--- config.mk ---
export PLATFORM = sky130hd
export DESIGN_NAME = pal_port
export DESIGN_NICKNAME = d
export VERILOG_FILES = /design/src/rtl/pal_pkg.sv /design/src/rtl/pal_window.sv /design/src/rtl/pal_route.sv /design/src/rtl/pal_store.sv /design/src/rtl/pal_port.sv
export SDC_FILE = /design/constraint.sdc
export NUM_CORES = 2
export LEC_CHECK = 0
export BUFFER_PORTS_ARGS = -buffer_cell sky130_fd_sc_hd__buf_2
export CORE_ASPECT_RATIO = 1.25
export CORE_MARGIN = 2
export CORE_UTILIZATION = 35
export CTS_CLUSTER_DIAMETER = 120
export CTS_CLUSTER_SIZE = 16
export DETAILED_ROUTE_END_ITERATION = 12
export RECOVER_POWER = 25
export SLEW_MARGIN = 20
export SYNTH_ARGS = -nofsm -noshare
export SYNTH_HDL_FRONTEND = slang
export SYNTH_SLANG_ARGS = --single-unit
--- constraint.sdc ---
create_clock -name clk_i -period 2.5 [get_ports clk_i]
set_clock_uncertainty 0.2 [all_clocks]
set_input_delay 0.5 -clock clk_i [delete_from_list [all_inputs] [get_ports clk_i]]
set_output_delay 0.5 -clock clk_i [all_outputs]
set_load 0.01 [all_outputs]
--- src/rtl/pal_pkg.sv ---
package pal_pkg;
  localparam int unsigned HOST_AW   = 16;
  localparam int unsigned PAL_AW    = 9;
  localparam int unsigned DATA_W    = 8;
  localparam int unsigned SCAN_W    = 9;
  localparam int unsigned DOT_W     = 11;
  localparam int unsigned LINES_STD = 225;
  localparam int unsigned LINES_OS  = 240;
  localparam int unsigned DOT_FIRST = 128;
  localparam int unsigned DOT_LIMIT = 1096;
endpackage

--- src/rtl/pal_window.sv ---
module pal_window #(
  parameter bit          REDIRECT_EN = 1'b0,
  parameter int unsigned SCAN_W      = pal_pkg::SCAN_W,
  parameter int unsigned DOT_W       = pal_pkg::DOT_W,
  parameter int unsigned LINES_STD   = pal_pkg::LINES_STD,
  parameter int unsigned LINES_OS    = pal_pkg::LINES_OS,
  parameter int unsigned DOT_FIRST   = pal_pkg::DOT_FIRST,
  parameter int unsigned DOT_LIMIT   = pal_pkg::DOT_LIMIT
) (
  input  logic [SCAN_W-1:0] scan_i,
  input  logic [DOT_W-1:0]  dot_i,
  input  logic              overscan_i,
  input  logic              disp_off_i,
  output logic              redir_o
);
  localparam logic [SCAN_W-1:0] LIM_STD = SCAN_W'(LINES_STD);
  localparam logic [SCAN_W-1:0] LIM_OS  = SCAN_W'(LINES_OS);
  localparam logic [DOT_W-1:0]  D_LO    = DOT_W'(DOT_FIRST);
  localparam logic [DOT_W-1:0]  D_HI    = DOT_W'(DOT_LIMIT);

  generate
    if (REDIRECT_EN) begin : g_win
      logic [SCAN_W-1:0] line_lim;
      logic in_lines, in_dots;
      assign line_lim = overscan_i ? LIM_OS : LIM_STD;
      assign in_lines = scan_i < line_lim;
      assign in_dots  = (dot_i >= D_LO) && (dot_i < D_HI);
      assign redir_o  = !disp_off_i && in_lines && in_dots;
    end else begin : g_nowin
      logic unused_win;
      assign unused_win = ^{scan_i, dot_i, overscan_i, disp_off_i};
      assign redir_o    = 1'b0;
    end
  endgenerate
endmodule

--- src/rtl/pal_route.sv ---
module pal_route #(
  parameter int unsigned PAL_AW = pal_pkg::PAL_AW,
  parameter int unsigned DATA_W = pal_pkg::DATA_W
) (
  input  logic [PAL_AW-1:0] host_addr_i,
  input  logic [PAL_AW-1:0] rend_addr_i,
  input  logic              redir_i,
  input  logic [DATA_W-1:0] wdata_i,
  output logic [PAL_AW-1:0] eff_addr_o,
  output logic [DATA_W-1:0] wdata_o,
  output logic              clr_msb_o
);
  // redirected data and odd (high) bytes both lose the top bit
  assign clr_msb_o  = redir_i | host_addr_i[0];
  assign eff_addr_o = redir_i ? rend_addr_i : host_addr_i;
  assign wdata_o    = clr_msb_o ? {1'b0, wdata_i[DATA_W-2:0]} : wdata_i;
endmodule

--- src/rtl/pal_store.sv ---
module pal_store #(
  parameter int unsigned PAL_AW = pal_pkg::PAL_AW,
  parameter int unsigned DATA_W = pal_pkg::DATA_W
) (
  input  logic              clk_i,
  input  logic              rst_ni,
  input  logic              we_i,
  input  logic              re_i,
  input  logic [PAL_AW-1:0] addr_i,
  input  logic [DATA_W-1:0] wdata_i,
  input  logic              host_odd_i,
  input  logic              clr_msb_i,
  output logic [DATA_W-1:0] rdata_o,
  output logic              rvalid_o
);
  localparam int unsigned DEPTH = 1 << PAL_AW;

  logic [DATA_W-1:0] mem_q [DEPTH];
  logic [DATA_W-1:0] rd_word;

  always_ff @(posedge clk_i) begin
    if (we_i) mem_q[addr_i] <= wdata_i;
  end

  assign rd_word = clr_msb_i ? {1'b0, mem_q[addr_i][DATA_W-2:0]} : mem_q[addr_i];

  // read-first: captures the array before the same-cycle write lands
  always_ff @(posedge clk_i or negedge rst_ni) begin
    if (!rst_ni) begin
      rdata_o  <= '0;
      rvalid_o <= 1'b0;
    end else begin
      rvalid_o <= re_i;
      if (re_i) rdata_o <= rd_word;
    end
  end

  // an odd host byte never enters the array with bit 7 set
  a_r2_odd_store: assert property (@(posedge clk_i) disable iff (!rst_ni)
    (we_i && host_odd_i) |-> !wdata_i[DATA_W-1]);
endmodule

--- src/rtl/pal_port.sv ---
module pal_port #(
  parameter bit          REDIRECT_EN = 1'b0,
  parameter int unsigned HOST_AW     = pal_pkg::HOST_AW,
  parameter int unsigned PAL_AW      = pal_pkg::PAL_AW,
  parameter int unsigned DATA_W      = pal_pkg::DATA_W,
  parameter int unsigned SCAN_W      = pal_pkg::SCAN_W,
  parameter int unsigned DOT_W       = pal_pkg::DOT_W
) (
  input  logic               clk_i,
  input  logic               rst_ni,
  input  logic               wr_en_i,
  input  logic               rd_en_i,
  input  logic [HOST_AW-1:0] addr_i,
  input  logic [DATA_W-1:0]  wdata_i,
  input  logic [SCAN_W-1:0]  scan_i,
  input  logic [DOT_W-1:0]   dot_i,
  input  logic               overscan_i,
  input  logic               disp_off_i,
  input  logic [PAL_AW-1:0]  rend_addr_i,
  output logic [DATA_W-1:0]  rdata_o,
  output logic               rvalid_o
);
  localparam logic [DOT_W-1:0] D_LO = DOT_W'(pal_pkg::DOT_FIRST);

  logic [PAL_AW-1:0] host_addr;
  logic [PAL_AW-1:0] eff_addr;
  logic [DATA_W-1:0] st_wdata;
  logic              redir, clr_msb;
  logic              unused_addr_hi;

  assign host_addr      = addr_i[PAL_AW-1:0];
  assign unused_addr_hi = ^addr_i[HOST_AW-1:PAL_AW];

  pal_window #(.REDIRECT_EN(REDIRECT_EN), .SCAN_W(SCAN_W), .DOT_W(DOT_W)) u_win (
    .scan_i     (scan_i),
    .dot_i      (dot_i),
    .overscan_i (overscan_i),
    .disp_off_i (disp_off_i),
    .redir_o    (redir)
  );

  pal_route #(.PAL_AW(PAL_AW), .DATA_W(DATA_W)) u_route (
    .host_addr_i (host_addr),
    .rend_addr_i (rend_addr_i),
    .redir_i     (redir),
    .wdata_i     (wdata_i),
    .eff_addr_o  (eff_addr),
    .wdata_o     (st_wdata),
    .clr_msb_o   (clr_msb)
  );

  pal_store #(.PAL_AW(PAL_AW), .DATA_W(DATA_W)) u_store (
    .clk_i      (clk_i),
    .rst_ni     (rst_ni),
    .we_i       (wr_en_i),
    .re_i       (rd_en_i),
    .addr_i     (eff_addr),
    .wdata_i    (st_wdata),
    .host_odd_i (host_addr[0] && !redir),
    .clr_msb_i  (clr_msb),
    .rdata_o    (rdata_o),
    .rvalid_o   (rvalid_o)
  );

  // valid follows the read strobe by exactly one cycle
  a_r5_valid_on: assert property (@(posedge clk_i) disable iff (!rst_ni)
    rd_en_i |=> rvalid_o);
  a_r5_valid_off: assert property (@(posedge clk_i) disable iff (!rst_ni)
    !rd_en_i |=> !rvalid_o);
  // odd host read never shows bit 7
  a_r3_odd_read: assert property (@(posedge clk_i) disable iff (!rst_ni)
    (rd_en_i && addr_i[0]) |=> !rdata_o[DATA_W-1]);
  // redirected read is 7-bit
  a_r9_redir_read: assert property (@(posedge clk_i) disable iff (!rst_ni)
    (rd_en_i && redir) |=> !rdata_o[DATA_W-1]);
  // display off keeps the host address
  a_r11_disp_off_direct: assert property (@(posedge clk_i) disable iff (!rst_ni)
    (wr_en_i && disp_off_i) |-> (eff_addr == host_addr));
  // left of the window the host address is used
  a_r7_left_direct: assert property (@(posedge clk_i) disable iff (!rst_ni)
    (wr_en_i && (dot_i < D_LO)) |-> (eff_addr == host_addr));
endmodule

Word-level counts from Yosys, hierarchy flattened
Memories as Yosys holds them, arrays and structs flattened.
Index checks and enable logic that the tools add are counted.
Word-level totals
  flip-flop bits (word level): 9
  bits in writable memories: 4096
  input bits: 59
  output and inout bits: 9
  word-level logic and storage cells: 7
  memories kept: 1
Cells by class
  muxes and demuxes: 4
Memory list
  u_store.mem_q: words 512, bits a word 8, rd ports 1, clocked after memory_dff 0, wr ports 1, line pal_store.sv:18  | logic [DATA_W-1:0] mem_q [DEPTH];
Operators by type and width (number)
  $mux 8: 2
  $mux 1: 2

Longest topological paths before layout
  depth after elaboration: 2
  mapped depth: 15
  mapped depth without buffers: 7

Hierarchy
From an unflattened synthesis, not the netlist that was laid out.
Unflattened totals
  cells, all modules: 7409
  area, all modules: 159364.1 um2
By module, submodules not included
  pal_store: instances 1, cells each 7387, area each 159130.1 um2, seq. area each 123223.2 um2
  pal_route: instances 1, cells each 19, area each 209.0 um2, seq. area each 0.0 um2
  pal_port: instances 1, cells each 1, area each 13.8 um2, seq. area each 0.0 um2
  pal_window: instances 1, cells each 2, area each 11.3 um2, seq. area each 0.0 um2

Least setup slack after synthesis
Ideal clock, no wire load.
  kind: input-to-reg
  start: in addr_i[0]
  end: mem u_store.mem_q[0][7] (data pin)
  library setup time: 2716 ps
  arrival time: 14529 ps
  data required time: -416 ps
  setup slack: -14945 ps
  cell stages on the path: 10
  path buffers: 9
  path through: buf_6 buf_6 buf_6 buf_4 buf_4 buf_4 buf_4 buf_4 buf_2 nor2b_1
Between the ends
  cells in the longest elaborated chain, start to end: 1
Ends and longest elaborated chain
  start: declaration: line pal_port.sv:13  | input logic [HOST_AW-1:0] addr_i,
  $mux 8: line pal_route.sv:16  | assign wdata_o = clr_msb_o ? {1'b0, wdata_i[DATA_W-2:0]} : wdata_i;
  via st_wdata[7]: line pal_port.sv:27  | logic [DATA_W-1:0] st_wdata;
  end: declaration: line pal_store.sv:18
The timed path passes the listed nets, and every way through them passes these cells.

Worst setup path after layout
  start: mem u_store.mem_q[27][4]
  end: reg u_store.rdata_o[4]
Between the ends
  cells in the longest elaborated chain, start to end: 2
Ends and longest elaborated chain
  $mem_v2 512x8
  $mux 8: line pal_store.sv:25  | assign rd_word = clr_msb_i ? {1'b0, mem_q[addr_i][DATA_W-2:0]} : mem_q[addr_i];
  end signal: assignment: line pal_store.sv:34  | if (re_i) rdata_o <= rd_word;
  end: declaration: line pal_store.sv:13  | output logic [DATA_W-1:0] rdata_o,
Every way passes these cells.
A chain may end at the register's enable or synchronous reset.

==> qor.txt <==
status = complete, but fails checks
failing checks = capacitance limit, slew limit, setup timing
Post-DP Area = 182000 um2
CP Launch Type = register
Final Core Density = 42.3%
EDFF count, synth = 4096
first-pass GRT wire length = 662000 um
Congestion Overflow GR = 0
worst path bufs/invs = 1
post-synthesis sequential area ratio = 77.6%
ordered list of cells on the worst path = mux4_2 > mux4_2 > a22oi_2 > buf_4 > nand2_2 > or4_4 > o32a_1
CTS Buf Count = 300
worst r2r dst = u_store.rdata_o[4]
power per cell area = 678 nW/um2
WL/cell = 31.9 um
vias = 82100
Total Power = 129 mW
# rows = 276
RSZ-0062 raised after global routing = true
Yosys cell types = 59
H-Tree Depth = 5
root buf cell = clkbuf_16
DRT iter0 DRCs = 9991
Fmax = 306 MHz
chip width = 606 um
most used cell, CP = mux4_2
core area = 452000 um2
DRC Markers = 0
setup TNS = -108060 ps
Nets = 8955
Top delay family on crit path = multiplexers
CP Launch Point = u_store.mem_q[27][4]
largest net degree at the start of global routing = 114
maximum clock path buffer count = 4
Leak Pwr = 60.8 nW
CTS tree = yes
relative slew slack = -19.8%
worst setup path endpoint = u_store.rdata_o[4]
setup slack after layout = -765 ps
WS Path Type = reg -> reg
leading area contributor after synthesis = edfxtp_1
Primary FF master, synth = edfxtp_1
Syn Area/Cell = 21.9 um2
starting density of the core = 35.1%
number of global-route vias before repair = 85300
top-level I/O count = 68
pre-CTS setup slack = -2220 ps
post-synthesis instance area = 159000 um2
path depth of the worst reg2reg path = 7
drt pass-1 iters = 7
Sink Count = 4105
total wire length = 476000 um
post-route ant nets = 0
Crit Path Max Fanout = 1
post-route design area = 191000 um2
Placer Congestion = 0.976
dominant cells by area after synthesis = edfxtp_1 78%, mux4_2 15%, mux2i_1 1.6%
Finished Layout Cells = 14900
crit path capture type = register
critical path depth = 7
Clk Latency, worst-skew pair = 940 ps
period utilization = 131%
fraction of registers with async set/reset = 0.219%
peak supply drop = 0.000511 V
area share of the largest cell type after synthesis = 77.5%
RR Startpoint = u_store.mem_q[27][4]
syn_nets = 7292
worst reg2reg setup slack = -770 ps
layout cells sized above 1 = 37.7%
Placed Cells = 14500
Worst Path Arrival = 3870 ps
Least-Margin Pin Slew = 1800 ps
Worst-path clk slew = 70 ps
Hold Vio Cnt, Final = 0
Syn Inst Count = 7233
fin. max-slew vios = 190
Die ar. = 459000 um2
synth warn = 0
antenna violations before repair = 20
die height = 757 um
All-Layer GR Usage = 20.4%
hold_ws = 193 ps
number of buffers inserted by port buffering = 29
max cap viols = 5
Synth-to-Final Area Change = 20.3%
clock period minus worst slack = 3270 ps
HP Class = in -> reg
Vias/cell = 5.50
Final Setup Violations = 873
Required @ worst endpoint = 3100 ps
Worst path max stage delay = 520 ps
FF+latch count, synth = 4105
Post-DP HPWL = 326000 um
crit path max-delay cell type = or4_4
sequential cells by signal, indices dropped and copies added, names as in the netlist:
register          cells
u_store.mem_q      4096
u_store.rvalid_o      1
u_store.rdata_o       8
power by group:
part           internal (mW)  leakage, nW  total (mW)  switching [mW]
clock                   22.3         3.94        45.0            22.7
sequential              75.7         36.3        75.8          0.0948
combinational           3.49         20.5        8.61            5.13
cell usage after synthesis, types with 9 or more instances:
master     number
and3_1         10
nor2b_1        14
nor2_1        567
dfrtp_1         9
buf_4          37
clkbuf_1      185
buf_2         176
o22ai_1        38
buf_6          15
a31oi_1        11
buf_1          30
a22oi_1       107
edfxtp_1     4096
o211ai_1       11
a22o_1         10
a32oi_1        47
nand4_1        31
o21ai_0        30
o2111ai_1      11
a221oi_1       13
nand2_1       227
mux2i_1       258
nand3_1        86
a21oi_1        38
mux4_2       1059
placed cells by master (no fill, tap or decap), drive strengths merged, types with 6 or more instances in the layout:
cell type | netlist | routed
nor4 | 7 | 7
a32oi | 47 | 47
o32ai | 7 | 7
o211ai | 11 | 11
a221oi | 13 | 13
mux4 | 1059 | 1059
nor2b | 14 | 14
a22o | 10 | 10
nor3 | 7 | 7
o2111ai | 11 | 11
dfrtp | 9 | 9
diode | 0 | 11
o21ai | 30 | 30
edfxtp | 4096 | 4096
and3 | 10 | 10
a311oi | 6 | 6
clkbuf | 185 | 381
a22oi | 107 | 107
nand4 | 31 | 31
dlygate4sd3 | 0 | 11
a31oi | 11 | 11
nand2 | 227 | 227
buf | 258 | 1735
nor2 | 567 | 567
nand3 | 86 | 86
a21oi | 38 | 38
clkinv | 3 | 11
inv | 0 | 6
o22ai | 38 | 38
mux2i | 258 | 258
worst min-delay path by stage:
stage              start                 end  slack, ps  depth (start not counted)
4_1_cts        addr_i[8]  u_store.rdata_o[2]         70                          5
6_report       addr_i[8]  u_store.rdata_o[2]        190                          5
3_5_place_dp      rst_ni  u_store.rdata_o[6]        210                          1
3_3_place_gp      rst_ni  u_store.rdata_o[7]        210                          1
5_1_grt        addr_i[8]  u_store.rdata_o[2]        110                          5
2_1_floorplan     rst_ni  u_store.rdata_o[0]          4                          0
per-layer routing:
layer / global-route usage, % / vias up / share of wire, %
li1: - / 33500 / -
met1: 24.5 / 44100 / 36
met2: 35.3 / 3707 / 51
met3: 3.59 / 842 / 7.4
met4: 10.5 / 6 / 5.9
met5: 0 / - / 0.0078
area by class of cell:
class / count / area (um2)
Antenna cell: 11 / 27.5
Clock buffer: 328 / 7800
Clock inverter: 16 / 263
Fill cell: 38800 / 261000
Inverter: 3 / 21.3
Multi-Input combinational cell: 2682 / 34800
Sequential cell: 4105 / 123000
Tap cell: 5977 / 7480
Timing Repair Buffer: 1804 / 17300
worst reg2reg max path: cells and delay by family (launching register included):
| kind | cells | cell delay [ps] |
|---|---|---|
| flops | 1 | 380 |
| compound gates | 2 | 830 |
| buf+inv | 1 | 230 |
| mux | 2 | 980 |
| simple gates | 2 | 570 |
repair_timing:
action                     CTS  global route
pin swaps                   32            24
hold buffers                11             0
setup buffers               20             9
hold endpoints to repair   423             0
cloned                       5             4
gates resized for setup    102            78
setup endpoints to repair  999            27
cell families (layout without fill, tap and decap cells):
kind of cell,Yosys count,in the layout,synth area share (%)
DFF,4105,4105,77.6
muxes,1322,1322,16.7
and+or+nand+nor,992,992,2.62
buffers and inverters,446,2151,1.35
AOI/OAI and AO/OA,368,368,1.70
other,0,11,0
Power figures use the tool's default switching activity.
